File: src/rtl/spi_cfg_pkg.sv
package spi_cfg_pkg;
   localparam int unsigned REG_W    = 8;
   localparam int unsigned INSTR_W  = 8;
   localparam int unsigned CTL_ADDR = 0;
   localparam int unsigned RXG_ADDR = 9;
   localparam int unsigned TXG_ADDR = 10;
   localparam int unsigned BIT_4W   = 7;
   localparam int unsigned BIT_LSB  = 6;
   localparam int unsigned BIT_SRST = 5;

   // Implemented bits of each address; zero means no storage at all.
   function automatic logic [REG_W-1:0] reg_mask(int unsigned a, int unsigned gw);
      logic [REG_W-1:0] m;
      m = '0;
      if (a == CTL_ADDR) begin
         m[BIT_4W]   = 1'b1;
         m[BIT_LSB]  = 1'b1;
         m[BIT_SRST] = 1'b1;
      end else if (a == RXG_ADDR || a == TXG_ADDR) begin
         m = REG_W'((1 << (gw + 1)) - 1);
      end
      return m;
   endfunction

   function automatic logic [REG_W-1:0] bitrev(logic [REG_W-1:0] v);
      logic [REG_W-1:0] r;
      for (int i = 0; i < int'(REG_W); i++) r[i] = v[REG_W-1-i];
      return r;
   endfunction
endpackage

File: src/rtl/spi_cfg_edges.sv
module spi_cfg_edges (
   input  logic clk,
   input  logic rst_n,
   input  logic sclk,
   output logic rise,
   output logic fall
);
   logic sclk_q;

   always_ff @(posedge clk or negedge rst_n) begin
      if (!rst_n) sclk_q <= 1'b0;
      else        sclk_q <= sclk;
   end

   assign rise = sclk & ~sclk_q;
   assign fall = ~sclk & sclk_q;
endmodule

File: src/rtl/spi_cfg_shift.sv
module spi_cfg_shift
   import spi_cfg_pkg::*;
#(
   parameter int unsigned ADDR_W = 5
) (
   input  logic              clk,
   input  logic              rst_n,
   input  logic              sen_n,
   input  logic              sclk_rise,
   input  logic              sclk_fall,
   input  logic              din,
   input  logic              lsb_first,
   input  logic [REG_W-1:0]  rd_data,
   output logic              wr_en,
   output logic [ADDR_W-1:0] addr,
   output logic [REG_W-1:0]  wr_data,
   output logic              dout,
   output logic              drive
);
   localparam int unsigned TOTAL = INSTR_W + REG_W;
   localparam int unsigned CNT_W = $clog2(TOTAL + 1);
   localparam logic [CNT_W-1:0] LAST_INSTR = CNT_W'(INSTR_W - 1);
   localparam logic [CNT_W-1:0] FIRST_DATA = CNT_W'(INSTR_W);
   localparam logic [CNT_W-1:0] LAST_BIT   = CNT_W'(TOTAL - 1);
   localparam logic [CNT_W-1:0] DONE       = CNT_W'(TOTAL);

   logic [CNT_W-1:0]  cnt;
   logic [REG_W-1:0]  sh;
   logic [REG_W-1:0]  tx_q;
   logic [ADDR_W-1:0] addr_q;
   logic              is_rd;
   logic              drive_q;
   logic [REG_W-1:0]  sh_next;
   logic [REG_W-1:0]  ordered;
   logic              take;

   assign sh_next = {sh[REG_W-2:0], din};
   assign ordered = lsb_first ? bitrev(sh_next) : sh_next;
   assign take    = sclk_rise & ~sen_n & (cnt != DONE);

   assign wr_en   = take & (cnt == LAST_BIT) & ~is_rd;
   assign wr_data = ordered;
   assign addr    = addr_q;
   assign dout    = tx_q[REG_W-1];
   assign drive   = drive_q;

   always_ff @(posedge clk or negedge rst_n) begin
      if (!rst_n) begin
         cnt     <= '0;
         sh      <= '0;
         tx_q    <= '0;
         addr_q  <= '0;
         is_rd   <= 1'b0;
         drive_q <= 1'b0;
      end else if (sen_n) begin
         cnt     <= '0;
         is_rd   <= 1'b0;
         drive_q <= 1'b0;
      end else begin
         if (take) begin
            sh  <= sh_next;
            cnt <= cnt + 1'b1;
            if (cnt == LAST_INSTR) begin
               is_rd  <= ordered[INSTR_W-1];
               addr_q <= ordered[ADDR_W-1:0];
            end
         end
         if (sclk_fall && is_rd) begin
            if (cnt == FIRST_DATA) begin
               tx_q    <= lsb_first ? bitrev(rd_data) : rd_data;
               drive_q <= 1'b1;
            end else if (drive_q && cnt != DONE) begin
               tx_q <= {tx_q[REG_W-2:0], 1'b0};
            end
         end
      end
   end
endmodule

File: src/rtl/spi_cfg_regs.sv
module spi_cfg_regs
   import spi_cfg_pkg::*;
#(
   parameter int unsigned ADDR_W      = 5,
   parameter int unsigned GAIN_W      = 6,
   parameter logic [GAIN_W-1:0] RX_GAIN_RST = '0,
   parameter logic [GAIN_W-1:0] TX_GAIN_RST = '0
) (
   input  logic              clk,
   input  logic              rst_n,
   input  logic              wr_en,
   input  logic [ADDR_W-1:0] addr,
   input  logic [REG_W-1:0]  wr_data,
   output logic [REG_W-1:0]  rd_data,
   output logic [REG_W-1:0]  ctl_q,
   output logic [REG_W-1:0]  rxg_q,
   output logic [REG_W-1:0]  txg_q,
   output logic              srst
);
   localparam int unsigned NREG = 1 << ADDR_W;

   function automatic logic [REG_W-1:0] def_of(int unsigned a);
      if (a == RXG_ADDR) return REG_W'(RX_GAIN_RST);
      if (a == TXG_ADDR) return REG_W'(TX_GAIN_RST);
      return '0;
   endfunction

   logic [REG_W-1:0] regs_q [NREG];

   assign srst = regs_q[CTL_ADDR][BIT_SRST];

   for (genvar i = 0; i < int'(NREG); i++) begin : g_reg
      localparam logic [REG_W-1:0] MASK = reg_mask(i, GAIN_W);
      localparam logic [REG_W-1:0] DEF  = def_of(i);
      if (MASK != '0) begin : g_flop
         logic [REG_W-1:0] q;
         always_ff @(posedge clk or negedge rst_n) begin
            if (!rst_n)                                q <= DEF;
            else if (srst)                             q <= DEF;
            else if (wr_en && addr == ADDR_W'(i))      q <= wr_data & MASK;
         end
         assign regs_q[i] = q;
      end else begin : g_none
         assign regs_q[i] = '0;
      end
   end

   assign rd_data = regs_q[addr];
   assign ctl_q   = regs_q[CTL_ADDR];
   assign rxg_q   = regs_q[RXG_ADDR];
   assign txg_q   = regs_q[TXG_ADDR];
endmodule

File: src/rtl/spi_cfg_port.sv
module spi_cfg_port
   import spi_cfg_pkg::*;
#(
   parameter int unsigned ADDR_W      = 5,
   parameter int unsigned GAIN_W      = 6,
   parameter logic [GAIN_W-1:0] RX_GAIN_RST = '0,
   parameter logic [GAIN_W-1:0] TX_GAIN_RST = '0
) (
   input  logic              clk,
   input  logic              rst_n,
   input  logic              spi_sen_n,
   input  logic              spi_sclk,
   input  logic              sdio_in,
   output logic              sdio_out,
   output logic              sdio_oe,
   output logic              sdo_out,
   output logic              sdo_oe,
   output logic              rx_gain_sel,
   output logic [GAIN_W-1:0] rx_gain_code,
   output logic              tx_gain_sel,
   output logic [GAIN_W-1:0] tx_gain_code
);
   if (ADDR_W < 4 || ADDR_W > INSTR_W - 1) begin : g_bad_addr
      $error("ADDR_W must reach address 10 and leave room for the read flag");
   end
   if (GAIN_W + 1 > REG_W) begin : g_bad_gain
      $error("GAIN_W plus its select bit must fit in one register");
   end

   logic              sclk_rise;
   logic              sclk_fall;
   logic              wr_en;
   logic              srst;
   logic              dout;
   logic              drive;
   logic [ADDR_W-1:0] addr;
   logic [REG_W-1:0]  wr_data;
   logic [REG_W-1:0]  rd_data;
   logic [REG_W-1:0]  ctl_q;
   logic [REG_W-1:0]  rxg_q;
   logic [REG_W-1:0]  txg_q;

   spi_cfg_edges u_edges (
      .clk  (clk),
      .rst_n(rst_n),
      .sclk (spi_sclk),
      .rise (sclk_rise),
      .fall (sclk_fall)
   );

   spi_cfg_shift #(.ADDR_W(ADDR_W)) u_shift (
      .clk      (clk),
      .rst_n    (rst_n),
      .sen_n    (spi_sen_n),
      .sclk_rise(sclk_rise),
      .sclk_fall(sclk_fall),
      .din      (sdio_in),
      .lsb_first(ctl_q[BIT_LSB]),
      .rd_data  (rd_data),
      .wr_en    (wr_en),
      .addr     (addr),
      .wr_data  (wr_data),
      .dout     (dout),
      .drive    (drive)
   );

   spi_cfg_regs #(
      .ADDR_W     (ADDR_W),
      .GAIN_W     (GAIN_W),
      .RX_GAIN_RST(RX_GAIN_RST),
      .TX_GAIN_RST(TX_GAIN_RST)
   ) u_regs (
      .clk    (clk),
      .rst_n  (rst_n),
      .wr_en  (wr_en),
      .addr   (addr),
      .wr_data(wr_data),
      .rd_data(rd_data),
      .ctl_q  (ctl_q),
      .rxg_q  (rxg_q),
      .txg_q  (txg_q),
      .srst   (srst)
   );

   assign sdio_oe      = drive & ~ctl_q[BIT_4W];
   assign sdo_oe       = drive &  ctl_q[BIT_4W];
   assign sdio_out     = sdio_oe & dout;
   assign sdo_out      = sdo_oe & dout;
   assign rx_gain_sel  = rxg_q[GAIN_W];
   assign rx_gain_code = rxg_q[GAIN_W-1:0];
   assign tx_gain_sel  = txg_q[GAIN_W];
   assign tx_gain_code = txg_q[GAIN_W-1:0];
endmodule

File: config.mk
export PLATFORM = sky130hd
export DESIGN_NAME = spi_cfg_port
export DESIGN_NICKNAME = d
export VERILOG_FILES = /design/src/rtl/spi_cfg_pkg.sv /design/src/rtl/spi_cfg_edges.sv /design/src/rtl/spi_cfg_shift.sv /design/src/rtl/spi_cfg_regs.sv /design/src/rtl/spi_cfg_port.sv
export SDC_FILE = /design/constraint.sdc
export NUM_CORES = 1
export LEC_CHECK = 0
export CAP_MARGIN = 25
export CORE_MARGIN = 2
export CORE_UTILIZATION = 60
export DETAILED_ROUTE_END_ITERATION = 10
export PLACE_DENSITY = 0.84
export SYNTH_ARGS = -nofsm -noshare
export SYNTH_HDL_FRONTEND = slang
export SYNTH_SLANG_ARGS = --single-unit
File: constraint.sdc
create_clock -name clk -period 4.4 [get_ports clk]
set_input_delay 0.88 -clock clk [delete_from_list [all_inputs] [get_ports clk]]
set_output_delay 0.88 -clock clk [all_outputs]
set_load 0.01 [all_outputs]
==> impl_metrics.yaml, run 1 <==
power_and_ir_drop:
  irDropWorstVdd_mv: 0.2827
  p_per_area_mw_per_mm2: 314.7
  power_leakage_uw: 0.001082
  finalPower_uw: 823.8
  p_sw_share_pct: 27.24
  intPower_uw: 599.4
  combPwrFrac_pct: 12.1
  clkPwrFrac_pct: 30.1
  power_switching_uw: 224.4
  pwr-share-seq_pct: 57.7
synth:
  syn_area_per_cell_um2: 10.11
  synth_seq_cells: 45
  synth-edff-count: 0
  netlist_area_mm2: 0.002346
  synth.distinct_cells: 48
  async_flop_share_pct: 100.0
  yosysSeqAreaShare_pct: 48.00
  yosys_warnings: 0
  synthCells: 232
  synth_nets: 240
  synth_ff_type: "dfrtp_1"
die:
  placementRows: 22
  die_x_um: 66.53
  die_area_mm2: 0.004426
  ioPinCount: 23
  die_y_um: 66.53
  initial_utilization_pct: 63.13
  core_mm2: 0.003716
clock_network:
  cts_root_buf: "clkbuf_8"
  cts_buffers: 5
  cts_max_level: 2
  postCtsResizedCells: 0
  clk_latency_ns: 0.30
  hold_buffers: 0
  cts_tree: "built"
  post_cts_buffers: 0
  cts_buffer_depth: 2
  clock_sinks: 45
  clk_pin_slew_ns: 0.08
timing:
  hold_viol: 0
  finalSetupTns_ns: 0
  fin_crit_sh_pct: 64.24
  slew_headroom_pct: 49.60
  max_freq_ghz: 0.3538
  worst_pin_slew_ns: 0.7561
  fin_skew_ns: 0.004854
  slew_viol_final: 0
  final.min_clock_period_ns: 2.826
  setup_viol: 0
  rsz0062_at_grt: "no"
critical_path:
  critical_path_class: "primary input to flip-flop"
  slowest_stage: "clkdlybuf4s50_1"
  critPathMaxFanout: 18
  slowest_delay_ns: 0.56
  cp-end-kind: "flip-flop"
  critical_path.cell_chain: "clkdlybuf4s50_1 > or3b_4 > nor2_8 > and4_1 > nor2_1 > a211oi_1"
  crit_required_ns: 4.61
  start_kind: "primary input"
  rrSetupSlack_ns: 2.17
  arrival_ns: 3.04
layout:
  post-route-util_pct: 70.44
  antenna_cells: 0
  syn_to_final_growth_pct: 11.57
  nets: 253
  fillers: 282
  multi_input_area_mm2: 0.001076
  drive_gt1_share_pct: 8.943
  seqCellArea_mm2: 0.001126
run_status:
  outcome: "finished, final reports clean"
global_route:
  met1_usage_pct: 37.75
  grt_use_met2_pct: 37.13
  grt_usage_pct: 25.64
  grt.met3_usage_pct: 5.912
  antenna_found_initial: 0
  grt_pass1_wl_um: 8431
  grt_pass1_vias: 1704
  grt_start_max_net_pins: 46
  grt_overflow: 0
  busiest_layer: "met1"
detailed_routing:
  drc: 0
  ant_nets: 0
  drtIter0Drc: 237
  avgViaCountPerCell: 6.218
  wl_per_cell_um: 16.52
  wirelength_um: 4857
  vias: 1828
  firstDrtPassIters: 4
placement:
  hpwl_um: 3482
  port_buffers: 22
  gp_congestion: 0.8708
job:
  cap_violations: 0
hold_path:
  hold_class: "primary input to asynchronous set/reset pin"
==> metal layers <==
metal	share of wire (%)	routed length [um]
met2	46	2237
met5	0	0
met3	4.6	223
met1	47	2305
met4	1.9	91
==> sequential cells by signal, indices dropped and copies added, names as in the netlist <==
| name | flops |
|---|---|
| u_edges.sclk_q | 1 |
| u_regs.ctl_q | 3 |
| u_regs.rxg_q | 7 |
| u_regs.txg_q | 7 |
| u_shift.addr | 5 |
| u_shift.cnt | 5 |
| u_shift.drive | 1 |
| u_shift.is_rd | 1 |
| u_shift.sh | 7 |
| u_shift.tx_q | 8 |
==> layout by cell type (no fill, tap or decap), types with 2 or more instances in the layout <==
| master | synthesis | routed |
|---|---|---|
| o31ai_1 | 5 | 5 |
| a211o_1 | 2 | 2 |
| nor2_1 | 27 | 27 |
| inv_1 | 10 | 10 |
| a21oi_1 | 7 | 7 |
| mux2i_1 | 9 | 9 |
| and4_1 | 2 | 2 |
| a211oi_1 | 15 | 15 |
| a221oi_1 | 3 | 3 |
| nand2b_1 | 2 | 2 |
| ha_1 | 3 | 3 |
| and2_1 | 3 | 3 |
| o21ai_0 | 5 | 5 |
| dfrtp_1 | 45 | 45 |
| a32oi_1 | 3 | 3 |
| nand2_1 | 16 | 16 |
| clkinv_2 | 0 | 2 |
| o21ai_1 | 5 | 5 |
| and3_1 | 3 | 3 |
| nor2b_1 | 3 | 3 |
| clkdlybuf4s50_1 | 0 | 21 |
| a22oi_1 | 4 | 4 |
| nor3_1 | 2 | 2 |
| o22ai_1 | 4 | 4 |
| nand3_1 | 6 | 6 |
| a22o_1 | 4 | 4 |
| clkbuf_8 | 0 | 5 |
| mux2_2 | 9 | 9 |
==> cells in the mapped netlist, types with 4 or more instances <==
library cell	number	area share (%)
o22ai_1	4	1.1
nand2_1	16	2.6
o31ai_1	5	1.6
nand3_1	6	1.3
mux2i_1	9	3.8
mux2_2	9	4.3
nor2_1	27	4.3
a22oi_1	4	1.3
a22o_1	4	1.5
a21oi_1	7	1.5
dfrtp_1	45	48
o21ai_1	5	1.1
inv_1	10	1.6
a211oi_1	15	4.8
o21ai_0	5	1.1
buf_2	4	0.85
clkbuf_1	8	1.3
==> per-stage QoR <==
stage | area (um2) | hold slack (ns) | cells | setup WS [ns]
CTS | 2597 | 0.5208 | 293 | 1.560
detailed placement | 2515 | 0.5050 | 285 | 1.240
floorplan | 2346 | 0.4489 | 232 | 2.095
global route | 2618 | 0.4553 | 294 | 1.353
global placement | 2515 | 0.4699 | 285 | 1.352
finish | 2618 | 0.4455 | 294 | 1.574
==> critical path: cells and delay by family <==
kind	cells	cell delay, ns
and+or+nand+nor	4	1.37
buffers and inverters	1	0.56
AOI/OAI and AO/OA	1	0.22
==> path summary, 6_finish.rpt <==
check,startpoint,to,cells after the start
min in group clk,u_shift.tx_q[1]$_DFFE_PN0P_,u_shift.tx_q[1]$_DFFE_PN0P_,2
hold / removal,rst_n,u_regs.rxg_q[1]$_DFFE_PN0P_,1
setup / recovery,spi_sen_n,u_regs.rxg_q[0]$_DFFE_PN0P_,6
hold reg to reg,u_shift.tx_q[1]$_DFFE_PN0P_,u_shift.tx_q[1]$_DFFE_PN0P_,2
max in group asynchronous,rst_n,u_edges.sclk_q$_DFF_PN0_,2
setup reg to reg,u_shift.cnt[0]$_DFFE_PN0P_,u_regs.rxg_q[0]$_DFFE_PN0P_,7
==> power by group through the flow <==
stage | combinational [uW] | sequential, uW | clock, uW
final | 99.9 | 476 | 248
after global routing | 112 | 483 | 269
after CTS | 98.0 | 475 | 252
after detailed placement | 97.3 | 484 | 0
after global placement | 96.6 | 481 | 0
after floorplan | 69.5 | 474 | 0
==> cell families after synthesis <==
logic type / synth area share [%]
buf+inv: 6.133
compound gates: 18.93
mux: 8.160
simple gates: 16.80
flops: 48.00
xor+xnor: 0.3734
fa+ha+maj: 1.600
==> cell type report <==
type                    count  share of cell area (%)
clock inverters             2                  0.3824
multi-input cells         160                   41.11
inverters                  10                   1.434
flip-flops and latches     45                   43.02
well taps                  48                   2.294
clock buffers               6                   2.772
repair buffers             23                   8.987
Power figures use the tool's default switching activity.
==> run 2, diff against run 1 <==
CORE_UTILIZATION = 56   (was 60)
PLACE_DENSITY = 0.79   (was 0.84)
clock period = 2.9 ns   (was 4.4 ns; I/O delays follow)
==> run 2 against run 1 <==
Net effect:
- sequential share of layout area shrank 0.83 points
- total power grew 66%
- non-clock buffer count grew 2
- cell count grew 1.4%
- setup slack lost 0.89 ns
- largest power group unchanged
- critical path type unchanged
==> impl_metrics.yaml, run 2 (synthesis results as in run 1) <==
run_status:
  outcome: "finished, final reports clean"
critical_path:
  critical_path_class: "primary input to flip-flop"
  r2r-start: "u_shift.cnt[0]$_DFFE_PN0P_"
  critical_path.cell_chain: "clkdlybuf4s50_1 > or3b_4 > nor2_8 > and4_1 > nor2_1 > a211oi_1"
  start_kind: "primary input"
  slowest_stage: "clkdlybuf4s50_1"
  rrSetupSlack_ns: 0.78
  r2r_end: "u_regs.txg_q[0]$_DFFE_PN0P_"
  arrival_ns: 2.42
  reg2reg_depth: 7
  cp-end-kind: "flip-flop"
  crit_required_ns: 3.11
  critical_path_buf_inv_count: 1
  critPathMaxFanout: 14
  cpLargestDelayFamily: "simple AND/OR/NAND/NOR gates"
  slowest_delay_ns: 0.50
clock_network:
  clock_sinks: 45
  clk_pin_slew_ns: 0.09
  cts_tree: "built"
  cts_max_level: 2
  cts_buffers: 5
  hold_buffers: 0
  postCtsResizedCells: 0
  cts_buffer_depth: 2
  post_cts_buffers: 0
  clk_latency_ns: 0.30
  cts_root_buf: "clkbuf_8"
timing:
  slew_viol_final: 0
  worst_pin_slew_ns: 0.7900
  max_freq_ghz: 0.4516
  slew_headroom_pct: 47.34
  finalSetupTns_ns: 0
  rsz0062_at_grt: "no"
  final.min_clock_period_ns: 2.214
  hold_viol: 0
  setup_viol: 0
  fin_crit_sh_pct: 76.36
  fin_skew_ns: 0.009693
layout:
  layout_commonest_cell: "dfrtp_1"
  final_cell_mix: "dfrtp_1 (45), nor2_1 (27), clkdlybuf4s50_1 (21), nand2_1 (16), a211oi_1 (15)"
  multi_input_area_mm2: 0.001076
  syn_to_final_growth_pct: 13.76
  seqCellArea_mm2: 0.001126
  stdcell_area_mm2: 0.002669
  final_cells: 298
  antenna_cells: 0
  top_register: "u_shift.tx_q"
  largest_reg_flops: 8
  drive_gt1_share_pct: 9.677
  fillers: 332
  nets: 255
die:
  initial_utilization_pct: 58.23
  die_y_um: 68.73
  core_mm2: 0.004029
  ioPinCount: 23
  die_area_mm2: 0.004723
  die_x_um: 68.73
  placementRows: 23
placement:
  gp_congestion: 0.8391
  port_buffers: 22
  placed_area_mm2: 0.002532
  dp.cells: 289
  hpwl_um: 3432
global_route:
  grt_pass1_wl_um: 8259
  antenna_found_initial: 0
  grt_pass1_vias: 1750
  grt_overflow: 0
  grt_usage_pct: 23.82
  grt_start_max_net_pins: 46
detailed_routing:
  firstDrtPassIters: 4
  wl_per_cell_um: 16.67
  drtIter0Drc: 178
  vias: 1836
  drc: 0
  ant_nets: 0
  avgViaCountPerCell: 6.161
  wirelength_um: 4969
power_and_ir_drop:
  finalPower_uw: 1370
  p_per_area_mw_per_mm2: 513.2
  irDropWorstVdd_mv: 0.4591
  power_leakage_uw: 0.001105
job:
  cap_violations: 0
hold_path:
  hold_class: "primary input to asynchronous set/reset pin"
## run 2: per-layer routing
metal | part of all wire (%) | vias up | track usage, %
met5 | 0 | - | 0
met2 | 47 | 38 | 36.78
met1 | 48 | 921 | 33.12
li1 | - | 871 | -
met3 | 4.0 | 6 | 4.870
met4 | 1.4 | 0 | 8.824
## run 2: worst max path at each step
stage	start	end	slack (ns)	depth (start not counted)
3_5_place_dp	spi_sclk	u_regs.txg_q[5]$_DFFE_PN0P_	0.39	6
2_1_floorplan	spi_sen_n	u_shift.addr[0]$_DFFE_PN0P_	0.89	6
6_report	spi_sclk	u_regs.txg_q[0]$_DFFE_PN0P_	0.69	6
3_3_place_gp	spi_sclk	u_regs.rxg_q[5]$_DFFE_PN0P_	0.42	6
4_1_cts	spi_sclk	u_regs.txg_q[0]$_DFFE_PN0P_	0.70	6
5_1_grt	spi_sclk	u_regs.txg_q[0]$_DFFE_PN0P_	0.54	6
## run 2: per-stage QoR
stage                     hold slack, ns  util, %  setup WS [ns]
after CTS                         0.4752    65.75         0.7015
after global placement            0.4695    62.86         0.4219
after global routing              0.1867    66.24         0.5357
after detailed placement          0.4811    62.86         0.3853
final                             0.1617    66.24         0.6857
after floorplan                   0.2844        -         0.8947
## run 2: final cells by class
cell class	instances	area share (%)
inverters	10	1.406
flip-flops and latches	45	42.19
multi-input cells	160	40.32
clock inverters	1	1.125
well taps	50	2.344
clock buffers	7	3.235
repair buffers	25	9.376
## run 2: power breakdown
group | total (uW) | internal, uW | switching [uW]
sequential | 720 | 675 | 45.3
combinational | 156 | 69.4 | 86.8
clock | 494 | 281 | 213
total | 1370 | 1020 | 345
==> run 3, diff against run 2 <==
clock period = 2.3 ns   (was 2.9 ns; I/O delays follow)
==> run 3 against run 2 <==
Net effect:
- sequential share of layout area decreased by 0.78 points
- largest cell class unchanged
- cell count increased by 2.3%
- first-iteration DRC count increased by 39%
- critical path type is now flip-flop to flip-flop
- critical path depth increased by 2
- die area unchanged
- clock skew decreased by 0.0022 ns
- routed wire length increased by 1.6%
==> impl_metrics.yaml, run 3 (synthesis results as in run 1) <==
run_status:
  outcome: "finished, final reports clean"
die:
  die_area_mm2: 0.004723
  initial_utilization_pct: 58.23
  placementRows: 23
  core_mm2: 0.004029
  die_x_um: 68.73
  die_y_um: 68.73
  ioPinCount: 23
detailed_routing:
  firstDrtPassIters: 4
  avgViaCountPerCell: 6.069
  wirelength_um: 5049
  top_layer: "met4"
  drc: 0
  wl_met3_um: 302
  wl_per_cell_um: 16.55
  ant_nets: 0
  drtIter0Drc: 247
  vias: 1851
  wl_met1_um: 2325
  wl_met2_um: 2304
timing:
  fin_ws_ns: 0.2887
  max_freq_ghz: 0.4972
  final.min_clock_period_ns: 2.011
  fin_skew_ns: 0.007480
  worst_pin_slew_ns: 0.6675
  finalSetupTns_ns: 0
  fin_crit_sh_pct: 87.45
  hold_viol: 0
  slew_viol_final: 0
  setup_viol: 0
  rsz0062_at_grt: "no"
  slew_headroom_pct: 55.50
placement:
  gp_congestion: 0.8684
  port_buffers: 22
  hpwl_um: 3601
  dp.cells: 297
  place_ws_ns: 0.01584
clock_network:
  cts_buffers: 5
  clock_sinks: 45
  cts_tree: "built"
  postCtsResizedCells: 0
  post_cts_buffers: 0
  cts_max_level: 2
  cts_root_buf: "clkbuf_8"
  clk_latency_ns: 0.30
  hold_buffers: 0
  cts_buffer_depth: 2
  clk_pin_slew_ns: 0.08
critical_path:
  arrival_ns: 2.21
  slowest_delay_ns: 0.43
  critical_path.cell_chain: "ha_1 > and3_1 > ha_1 > nor2b_1 > and4_1 > buf_12 > nor2_1 > a211oi_1"
  slowest_stage: "dfrtp_1"
  critPathMaxFanout: 14
  crit_required_ns: 2.50
  crit_path_frequent_cell: "ha_1"
  cp-end-kind: "flip-flop"
  start_kind: "flip-flop"
  critical_path_class: "flip-flop to flip-flop"
  r2r-start: "u_shift.cnt[0]$_DFFE_PN0P_"
  critPathLaunch: "u_shift.cnt[0]$_DFFE_PN0P_"
layout:
  final_cells: 305
  final_cell_mix: "dfrtp_1 (45), nor2_1 (27), clkdlybuf4s50_1 (21), nand2_1 (16), a211oi_1 (15)"
  antenna_cells: 0
  drive_gt1_share_pct: 12.55
  layout_commonest_cell: "dfrtp_1"
  post-route-util_pct: 67.48
  largest_reg_flops: 8
  top_register: "u_shift.tx_q"
  nets: 262
  syn_to_final_growth_pct: 15.89
  fillers: 325
power_and_ir_drop:
  p_per_area_mw_per_mm2: 605.4
  power_leakage_uw: 0.001139
  irDropWorstVdd_mv: 0.4193
global_route:
  grt_start_max_net_pins: 46
  grt_overflow: 0
  grt_usage_pct: 23.63
  grt_pass1_vias: 1649
  grt_pass1_wl_um: 8066
  antenna_found_initial: 0
job:
  cap_violations: 0
hold_path:
  hold_class: "primary input to asynchronous set/reset pin"
run 3: changes by cell type in the layout (fill, tap and decap cells not counted):
| cell | before | now |
|---|---|---|
| buf_4 | 2 | 8 |
| buf_12 | 1 | 2 |
| bufinv_16 | 1 | 0 |
| clkbuf_1 | 1 | 0 |
| clkbuf_8 | 6 | 7 |
| clkinv_2 | 0 | 1 |
run 3: per-stage QoR:
step	power, uW	instance area (um2)	hold slack (ns)
after detailed placement	1121	2618	0.5019
after CTS	1650	2719	0.2468
after global placement	1113	2618	0.4699
after floorplan	1040	2346	0.1644
final	1646	2719	0.2261
after global routing	1723	2719	0.2741
run 3: report_power, final:
group | internal (uW) | leakage [uW] | total (uW) | switching, uW
Sequential | 850 | 0.000588 | 909 | 58.5
Combinational | 89.1 | 0.000496 | 197 | 108
Clock | 272 | 0.0000542 | 540 | 268
Total | 1210 | 0.00114 | 1650 | 435
run 3: worst max-delay path: cells and delay by family, from the launching register on:
kind	cells	cell delay, ns
compound gates	1	0.23
fa+ha+maj	2	0.34
buf+inv	1	0.15
flops	1	0.43
simple gates	4	0.75
run 3: cell type report:
| cell class | instances | area, um2 | share of cell area, % |
|---|---|---|---|
| flip-flops and latches | 45 | 1126 | 41.42 |
| multi-input cells | 160 | 1076 | 39.58 |
| well taps | 50 | 62.56 | 2.301 |
| inverters | 10 | 37.54 | 1.381 |
| clock inverters | 1 | 5.005 | 0.1841 |
| repair buffers | 32 | 315.3 | 11.60 |
| clock buffers | 7 | 96.34 | 3.543 |
run 3: path summary, 6_finish.rpt:
path | slack [ns] | depth (start not counted) | endpoint
worst min-delay path | 0.23 | 2 | u_regs.txg_q[2]$_DFFE_PN0P_
worst max-delay path | 0.29 | 8 | u_regs.rxg_q[3]$_DFFE_PN0P_
min in group clk | 0.52 | 2 | u_shift.tx_q[4]$_DFFE_PN0P_
worst max register to register | 0.29 | 8 | u_regs.rxg_q[3]$_DFFE_PN0P_
worst min register to register | 0.52 | 2 | u_shift.tx_q[4]$_DFFE_PN0P_
max in group asynchronous | 1.69 | 2 | u_shift.addr[0]$_DFFE_PN0P_
run 3: routing by layer:
metal,up-vias,GRT usage (%)
li1,892,-
met1,883,32.63
met2,62,36.06
met3,14,6.331
met4,0,8.088
met5,-,0
